==> src/rtl/framer_pkg.sv <==
package framer_pkg;

  localparam int BYTE_W = 8;

  // Length descriptor for one opcode: a fixed count, or a count carried in the stream
  typedef struct packed {
    logic              cmd_var;
    logic [BYTE_W-1:0] cmd_len;
    logic              rsp_var;
    logic [BYTE_W-1:0] rsp_len;
  } len_entry_t;

  typedef enum logic [2:0] {
    ST_IDLE,   // waiting for an opcode
    ST_LEN,    // waiting for the argument count byte
    ST_DATA,   // collecting argument bytes
    ST_CALL,   // start pulse to the handler
    ST_WAIT,   // waiting for handler completion
    ST_RHDR,   // emitting the result count byte
    ST_RDATA   // emitting result bytes
  } fr_state_e;

  function automatic len_entry_t make_entry(input logic cv, input int cl,
                                            input logic rv, input int rl);
    len_entry_t e;
    e.cmd_var = cv;
    e.cmd_len = BYTE_W'(cl);
    e.rsp_var = rv;
    e.rsp_len = BYTE_W'(rl);
    return e;
  endfunction

  // Opcode table: a few fixed entries, everything else follows a bit-3 rule
  function automatic len_entry_t lookup_len(input logic [BYTE_W-1:0] op);
    len_entry_t e;
    case (op)
      8'h38:        e = make_entry(1'b0, 0, 1'b0, 4);
      8'h30:        e = make_entry(1'b0, 4, 1'b0, 0);
      8'h70:        e = make_entry(1'b0, 1, 1'b0, 0);
      8'h78:        e = make_entry(1'b0, 0, 1'b1, 0);
      8'hEA:        e = make_entry(1'b0, 0, 1'b0, 1);
      8'h7E, 8'h7F: e = make_entry(1'b0, 4, 1'b0, 1);
      default:      e = make_entry(1'b1, 0, op[3], 0);
    endcase
    return e;
  endfunction

endpackage

==> src/rtl/fr_len_table.sv <==
module fr_len_table
  import framer_pkg::*;
(
  input  logic [BYTE_W-1:0] opcode,
  output len_entry_t        entry
);
  always_comb entry = lookup_len(opcode);
endmodule

==> src/rtl/fr_byte_buf.sv <==
module fr_byte_buf #(
  parameter int DATA_W = 8,
  parameter int DEPTH  = 128,
  localparam int ADDR_W = $clog2(DEPTH)
) (
  input  logic              clk,
  input  logic              wr_en,
  input  logic [ADDR_W-1:0] wr_addr,
  input  logic [DATA_W-1:0] wr_data,
  input  logic [ADDR_W-1:0] rd_addr,
  output logic [DATA_W-1:0] rd_data
);
  logic [DATA_W-1:0] mem [DEPTH];

  always_ff @(posedge clk) begin
    if (wr_en) mem[wr_addr] <= wr_data;
  end

  assign rd_data = mem[rd_addr];
endmodule

==> src/rtl/cmd_framer.sv <==
module cmd_framer
  import framer_pkg::*;
#(
  parameter int DEPTH = 128,
  localparam int ADDR_W = $clog2(DEPTH)
) (
  input  logic              clk,
  input  logic              rst,
  input  logic              in_valid,
  output logic              in_ready,
  input  logic [BYTE_W-1:0] in_data,
  output logic              out_valid,
  input  logic              out_ready,
  output logic [BYTE_W-1:0] out_data,
  output logic              hnd_start,
  output logic [BYTE_W-1:0] hnd_opcode,
  output logic [BYTE_W-1:0] hnd_len,
  input  logic [ADDR_W-1:0] hnd_rd_addr,
  output logic [BYTE_W-1:0] hnd_rd_data,
  input  logic              hnd_done,
  input  logic [BYTE_W-1:0] hnd_rsp_len,
  input  logic              hnd_wr_en,
  input  logic [ADDR_W-1:0] hnd_wr_addr,
  input  logic [BYTE_W-1:0] hnd_wr_data,
  output logic              err
);
  localparam int FILL_W = ADDR_W + 1;
  localparam logic [FILL_W-1:0] DEPTH_F = FILL_W'(DEPTH);
  localparam logic [FILL_W-1:0] ONE_F   = FILL_W'(1);
  localparam logic [BYTE_W-1:0] DEPTH_B = BYTE_W'(DEPTH);
  localparam logic [BYTE_W-1:0] ONE_B   = BYTE_W'(1);

  fr_state_e         state_q;
  logic [BYTE_W-1:0] opcode_q;
  logic              rsp_var_q;
  logic [BYTE_W-1:0] rsp_fix_q;
  logic [BYTE_W-1:0] remain_q;
  logic [FILL_W-1:0] fill_q;
  logic [BYTE_W-1:0] rlen_q;
  logic [FILL_W-1:0] rptr_q;
  logic              err_q;

  len_entry_t        tbl;
  logic              in_fire;
  logic              out_fire;
  logic              cmd_we;
  logic [BYTE_W-1:0] rsp_rd_data;
  logic [BYTE_W-1:0] var_len_clamped;
  logic              var_len_over;

  fr_len_table u_tbl (
    .opcode (in_data),
    .entry  (tbl)
  );

  fr_byte_buf #(.DATA_W(BYTE_W), .DEPTH(DEPTH)) u_cmd_buf (
    .clk     (clk),
    .wr_en   (cmd_we),
    .wr_addr (fill_q[ADDR_W-1:0]),
    .wr_data (in_data),
    .rd_addr (hnd_rd_addr),
    .rd_data (hnd_rd_data)
  );

  fr_byte_buf #(.DATA_W(BYTE_W), .DEPTH(DEPTH)) u_rsp_buf (
    .clk     (clk),
    .wr_en   (hnd_wr_en),
    .wr_addr (hnd_wr_addr),
    .wr_data (hnd_wr_data),
    .rd_addr (rptr_q[ADDR_W-1:0]),
    .rd_data (rsp_rd_data)
  );

  assign in_ready  = (state_q == ST_IDLE) || (state_q == ST_LEN) || (state_q == ST_DATA);
  assign in_fire   = in_valid && in_ready;
  assign out_valid = (state_q == ST_RHDR) || (state_q == ST_RDATA);
  assign out_fire  = out_valid && out_ready;
  assign out_data  = (state_q == ST_RHDR) ? rlen_q : rsp_rd_data;
  assign cmd_we    = in_fire && (state_q == ST_DATA) && (fill_q < DEPTH_F);

  assign hnd_start  = (state_q == ST_CALL);
  assign hnd_opcode = opcode_q;
  assign hnd_len    = BYTE_W'(fill_q);
  assign err        = err_q;

  assign var_len_over    = hnd_rsp_len > DEPTH_B;
  assign var_len_clamped = var_len_over ? DEPTH_B : hnd_rsp_len;

  always_ff @(posedge clk) begin
    if (rst) begin
      state_q   <= ST_IDLE;
      opcode_q  <= '0;
      rsp_var_q <= 1'b0;
      rsp_fix_q <= '0;
      remain_q  <= '0;
      fill_q    <= '0;
      rlen_q    <= '0;
      rptr_q    <= '0;
      err_q     <= 1'b0;
    end else begin
      case (state_q)
        ST_IDLE: begin
          if (in_fire) begin
            opcode_q  <= in_data;
            rsp_var_q <= tbl.rsp_var;
            rsp_fix_q <= (tbl.rsp_len > DEPTH_B) ? DEPTH_B : tbl.rsp_len;
            fill_q    <= '0;
            if (tbl.cmd_var) begin
              state_q <= ST_LEN;
            end else if (tbl.cmd_len == '0) begin
              state_q <= ST_CALL;
            end else begin
              remain_q <= tbl.cmd_len;
              state_q  <= ST_DATA;
            end
          end
        end
        ST_LEN: begin
          if (in_fire) begin
            if (in_data > DEPTH_B) err_q <= 1'b1;
            if (in_data == '0) begin
              state_q <= ST_CALL;
            end else begin
              remain_q <= in_data;
              state_q  <= ST_DATA;
            end
          end
        end
        ST_DATA: begin
          if (in_fire) begin
            if (fill_q < DEPTH_F) fill_q <= fill_q + ONE_F;
            remain_q <= remain_q - ONE_B;
            if (remain_q == ONE_B) state_q <= ST_CALL;
          end
        end
        ST_CALL: state_q <= ST_WAIT;
        ST_WAIT: begin
          if (hnd_done) begin
            rptr_q <= '0;
            if (rsp_var_q) begin
              rlen_q  <= var_len_clamped;
              if (var_len_over) err_q <= 1'b1;
              state_q <= ST_RHDR;
            end else if (rsp_fix_q == '0) begin
              state_q <= ST_IDLE;
            end else begin
              rlen_q  <= rsp_fix_q;
              state_q <= ST_RDATA;
            end
          end
        end
        ST_RHDR: begin
          if (out_fire) state_q <= (rlen_q == '0) ? ST_IDLE : ST_RDATA;
        end
        ST_RDATA: begin
          if (out_fire) begin
            rptr_q <= rptr_q + ONE_F;
            if (BYTE_W'(rptr_q) + ONE_B == rlen_q) state_q <= ST_IDLE;
          end
        end
        default: state_q <= ST_IDLE;
      endcase
    end
  end

endmodule

==> config.mk <==
export PLATFORM = sky130hd
export DESIGN_NAME = cmd_framer
export DESIGN_NICKNAME = d
export VERILOG_FILES = /design/src/rtl/framer_pkg.sv /design/src/rtl/fr_len_table.sv /design/src/rtl/fr_byte_buf.sv /design/src/rtl/cmd_framer.sv
export SDC_FILE = /design/constraint.sdc
export NUM_CORES = 2
export LEC_CHECK = 0
export BUFFER_PORTS_ARGS = -buffer_cell sky130_fd_sc_hd__buf_2
export CORE_UTILIZATION = 47
export DETAILED_ROUTE_END_ITERATION = 8
export GPL_ROUTABILITY_DRIVEN = 0
export SKIP_LAST_GASP = 1
export SYNTH_ARGS = -nofsm -noshare
export SYNTH_HDL_FRONTEND = slang
export SYNTH_SLANG_ARGS = --single-unit
==> constraint.sdc <==
create_clock -name clk -period 3.2 [get_ports clk]
set_clock_uncertainty 0.15 [all_clocks]
set_input_delay 0.32 -clock clk [delete_from_list [all_inputs] [get_ports clk]]
set_output_delay 0.32 -clock clk [all_outputs]
set_load 0.01 [all_outputs]
# Word level (Yosys, flattened, before mapping)
# Memory sizes are Yosys's and may differ from the RTL's. A register that Yosys moved wholly into a read port is not among the register bits.
# Index checks and enable logic that the tools add are counted.
# op_classes
n_addsub	3
n_mux	47
n_lt_le_gt_ge	4
n_reduce_logical	24
eq_ne	31
# ops
cell	n
8-bit 2-to-1 mux	16
18-bit case mux with 6 select lines	1
3-bit 2-to-1 mux	11
8-bit by 7-bit == test with 1-bit output (second input constant)	4
8-bit zero test	4
8-bit case mux with 2 select lines	2
8-bit greater-than comparator (second input constant)	3
2-bit inequality test (second input constant)	12
8-bit case mux with 3 select lines	1
3-bit case mux with 7 select lines	1
8-bit by 1-bit adder with 8-bit output (second input constant)	2
8-bit by 6-bit == test with 1-bit output (second input constant)	2
7-bit 2-to-1 mux	2
1-bit 2-to-1 mux	11
3-bit == test (second input constant)	3
8-bit by 1-bit == test with 1-bit output (second input constant)	1
8-bit == test	1
8-bit == test (second input constant)	1
8-bit less-than comparator (second input constant)	1
2-bit by 1-bit inequality test with 1-bit output (second input constant)	4
8-bit AND reduction	1
8-bit by 1-bit subtractor with 8-bit output (second input constant)	1
7-bit AND reduction	1
3-bit by 2-bit == test with 1-bit output (second input constant)	2
other kinds (13)	21
# word_totals
inputBits	44
mem_bits_rw	2048
n_memories	2
word_cells	120
regBits	53
# mem_list
memory	depth	word_bits	rd	rd_ports_with_merged_regs	wr	line	text
u_cmd_buf.mem	128	8	1	0	1	fr_byte_buf.sv:13	logic [DATA_W-1:0] mem [DEPTH];
u_rsp_buf.mem	128	8	1	1	1	fr_byte_buf.sv:13	

# Depth between registers and ports, before layout
# depth
depth_word	8
ltp_mapped	11
mapped_depth_nobuf	7

# Hierarchy
# From an unflattened synthesis, not the netlist that was laid out.
# hier_totals
hier_cells	3702
hier_area_um2	82469.1
# by_module_without_submodules
module	n_inst	seq_area_each_um2	cells_per_inst	area_per_inst_um2
fr_byte_buf	2	30749.5	1627	39505.4
cmd_framer	1	1061.0	419	3255.6
fr_len_table	1	0.0	29	202.7

# Least setup slack after synthesis
# OpenSTA, ideal clock, no wires.
# synth_timing
path_kind	register -> register
startpoint	register state_q[0]
endpoint	memory u_cmd_buf.mem[32][0] (enable)
setup_ns	0.370
required_ns	2.680
path_stages_with_launch	8
setup_slack_ns	0.419
synth_period_minus_slack_ns	2.781
n_path_buf	1
arrival_ns	2.261
cell_sequence	dfxtp_1 clkbuf_1 or3b_2 a21oi_2 nand2_1 nor3b_1 nand2_1 nor2_1
# synth_via
elab_chain_len	8
word_cells_on_any_way	10
# synth_rtl
item	line	text
start, declared	cmd_framer.sv:33	fr_state_e state_q;
start signal, assigned	cmd_framer.sv:153	if (out_fire) state_q <= (rlen_q == '0) ? ST_IDLE : ST_RDATA;
3-bit by 1-bit == test with 1-bit output / 3-bit zero test (equally long branches)	cmd_framer.sv:74	assign in_ready = (state_q == ST_IDLE) || (state_q == ST_LEN) || (state_q == ST_DATA);
1-bit logical OR (2 in a row)	cmd_framer.sv:74	
1-bit logical AND	cmd_framer.sv:75	assign in_fire = in_valid && in_ready;
1-bit logical AND (*) (2 in a row)	cmd_framer.sv:79	assign cmd_we = in_fire && (state_q == ST_DATA) && (fill_q < DEPTH_F);
1-bit 2-to-1 mux (*)	fr_byte_buf.sv:16	if (wr_en) mem[wr_addr] <= wr_data;
1-bit 2-to-1 mux (not written as such) (*)	fr_byte_buf.sv:16	
end, declared	fr_byte_buf.sv:13	
# Every way passes the cells marked *; elsewhere a longest branch is shown, timed or not.

==> flow_summary_export.csv <==
group,metric,value,unit
outcome,status,"finished with violations",
outcome,violations,"setup timing",
synth,synth_seq_cells,2102,
power_and_ir_drop,pwr_density_cell,597,mW/mm^2
power_and_ir_drop,p_leak,31.1,nW
setup_path,path_delay_family,"compound AO/OA/AOI/OAI gates",
synth,syn_nets,4116,
cells_and_area,nFillCells,13100,
setup_path,crit_path_top_delay_cell,"nand2b_1",
floorplan,dieHeight,420,um
global_routing,grt-ovfl-total,0,
synth,synthXorXnorAreaFrac,0.00234,
floorplan,die_area,0.177,sq mm
route,ant_nets,0,
setup_path,crit_required,2.73,ns
global_routing,antenna_found_initial,9,
setup_path,r2r-end,"err",
clock_tree,cts_root_buffer,"clkbuf_16",
global_routing,grt_pass1_vias,42300,
clock_tree,clk_pin_slew,0.06,ns
route,vias_per_cell,5.79,
global_routing,grt_pass1_wl,296000,um
clock_tree,htree_levels,4,
setup_path,cpPeakStageDelay,0.51,ns
setup_path,critPathCaptureType,"primary output",
setup_path,critical_path_arrival,3.30,ns
synth,ys_async_sr_fraction,0,
flow_run,maxCapViolations,0,
synth,yosysWarnings,0,
clock_tree,cts.path.max_buffers,3,
setup_path,critPathBufInv,3,
placed_design,preCtsSetupSlack,-0.291,ns
setup_path,path_class,"flop to primary output",
setup_path,path_common_cell,"buf_4",
synth,synthMuxAreaShare,0.161,
route,dr.pass1.iters,5,
timing,finalSetupTns,-6.39,ns
clock_tree,numCtsBuffers,209,
floorplan,die_w,420,um
setup_path,worstPathMaxFanout,5,
timing,slew_violations,0,
cells_and_area,area.growth.synth_to_final,19.8,%
clock_tree,clkLatencyLatePin,0.84,ns
synth,synthCells,4068,
floorplan,core,0.174,sq mm
placed_design,io_buffers,79,
timing,maxSlewHeadroom,0.135,
synth,synthAdderAreaFrac,0.000609,
route,vias,41800,
synth,synth-simple-area-share,0.0336,
timing,tightestPinTransition,1.30,ns
synth,synth_area_leader_cell,"edfxtp_1",
timing,finalSetupViolations,16,
setup_path,start_kind,"flop",
synth,synth_area_leaders,"edfxtp_1 (75%), mux4_2 (13%), mux2i_1 (3.2%)",
synth,ys_types,58,
synth,synth-compound-area-share,0.0280,
placed_design,placed_cell_area,0.0889,sq mm
cells_and_area,final_cell_area,0.0985,sq mm
synth,synth_top_family_by_area,"multiplexers",
timing,fmaxAchievable,265,MHz
route,drtIter0Drc,3957,
timing,grt_setup_unrepaired,"yes",
floorplan,ios,80,
cells_and_area,final_util,0.567,
cells_and_area,fin_nets,4759,
floorplan,initial_core_util,0.473,
clock_tree,cts_sinks,2102,
route,routed_wl,205000,um
power_and_ir_drop,ir_drop,0.542,mV
synth,netlist.area_leader.share,0.748,
floorplan,placementRows,153,
synth,synth-main-ff-cell,"edfxtp_1",
global_routing,grt_max_degree,132,
synth,synth_edf_count,2048,
cells_and_area,multi_input_area,0.0196,sq mm
timing,hold_viol_final,0,
setup_path,worstReg2RegStart,"state_q[0]",
clock_tree,tritoncts,"built",
timing,setup_ws,-0.574,ns
setup_path,cp_cell_sequence,"nand2b_1 > buf_4 > a21oi_1 > o41ai_1 > buf_4 > a32oi_4 > a31oi_4 > buf_2",
synth,syn-cell-area,0.0822,sq mm
synth,avgSynthCellArea,20.2,sq um
hold_path,hold_end,"u_rsp_buf.mem[66][5]",
timing,period_needed,3.77,ns
hold_path,worstHoldPathCells,3,
setup_path,r2r_slack,0.12,ns
hold_path,min-delay-path-class,"input port to flop",
timing,timing.final.crit_share,1.18,
cells_and_area,drive_gt1_frac,0.320,
hold_path,hold_path_startpoint,"hnd_wr_addr[1]",
synth,synth-seq-area-share,0.761,
power_and_ir_drop,p_total,58.8,mW
placed_design,post-dp-hpwl,128000,um
cells_and_area,register_area,0.0626,sq mm
route,avgRoutedWirePerCell,28.4,um
global_routing,grt_use_total,0.232,
setup_path,reg2reg_depth,9,
route,drc_errors,0,
power breakdown:
| group | switching [mW] | internal (mW) |
|---|---|---|
| Clock | 10.4 | 14.3 |
| Combinational | 2.22 | 1.50 |
| Sequential | 0.0959 | 30.3 |
state kept, by name, indices dropped and copies added, names as in the netlist, named ones only:
name,flops
rptr_q,8
err,1
u_rsp_buf.mem,1024
state_q,3
hnd_opcode,8
rsp_var_q,1
rsp_fix_q,2
remain_q,8
rlen_q,8
hnd_len,8
u_cmd_buf.mem,1024
Yosys cell counts, types with 26 or more instances:
| library cell | n |
|---|---|
| edfxtp_1 | 2048 |
| a21oi_1 | 112 |
| buf_2 | 77 |
| buf_1 | 33 |
| a22oi_1 | 106 |
| nand2_1 | 117 |
| mux4_2 | 472 |
| a211oi_1 | 26 |
| nor2b_1 | 31 |
| dfxtp_1 | 54 |
| nor2_1 | 311 |
| nand3_1 | 51 |
| mux2i_1 | 262 |
| clkbuf_1 | 106 |
layout make-up:
type                       instances  area share
sequential                      2102       0.636
multi-input combinational       1726       0.199
timing repair buffer             663      0.0651
clock buffer                     272      0.0560
tap                             2325      0.0295
clock inverter                   121      0.0143
inverter                           9    0.000343
antenna                            2   0.0000508
routing by layer:
metal  vias to the layer above  GRT usage  share of wire
li1                      18100          -              -
met1                     22000      0.312           0.41
met2                      1375      0.386           0.50
met4                         0     0.0774          0.035
met5                         -          0              0
met3                       338     0.0377          0.057
cell families (layout without fill, tap and decap cells):
| kind of cell | count (synthesis) | in the layout |
|---|---|---|
| AO/OA/AOI/OAI | 346 | 346 |
| XOR/XNOR | 22 | 22 |
| adder cells (fa/ha/maj) | 4 | 4 |
| buffers and inverters | 240 | 1065 |
| flip-flops | 2102 | 2102 |
| multiplexers | 735 | 735 |
| other | 0 | 2 |
| AND/OR/NAND/NOR | 619 | 619 |
what timing repair did:
item                                    in CTS  in global routing
buffers inserted                            23                 16
endpoints found under the setup margin      16                 19
pin swaps                                   64                 58
cloned                                      12                  9
resized for setup                          184                 79
endpoints found under the hold margin      714                  0
hold buffers                                47                  0
cells in the final DEF (no fill, tap or decap), types with 58 or more instances in the layout:
master     count
a21oi_1       67
clkbuf_16    218
clkbuf_1      58
nor2_1       294
mux4_2       472
edfxtp_1    2048
mux2i_1      260
nand2_1      115
buf_4        448
worst min-delay path, delay by kind of cell:
kind / cells / cell delay [ns]
and+or+nand+nor: 2 / 0.39
buffers and inverters: 1 / 0.13
through the flow:
step	hold slack [ns]	instances
2_1_floorplan	0.269	4068
3_3_place_gp	0.292	6728
3_5_place_dp	0.298	6728
4_1_cts	0.0303	7197
5_1_grt	0.0841	7220
6_report	0.0821	7220
worst max-delay path by stage:
stage                          start  slack (ns)                   end  cells after the start
after floorplan           state_q[0]        0.42  u_cmd_buf.mem[32][0]                      7
after global placement          flop       -0.28           out_data[1]                     11
after detailed placement        flop       -0.29           out_data[1]                     10
after CTS                       flop       -0.60           out_data[5]                     12
after global routing            flop       -0.64           out_data[1]                     12
final                           flop       -0.57           out_data[2]                      8
Note: power is estimated with default switching activity, not from simulation.
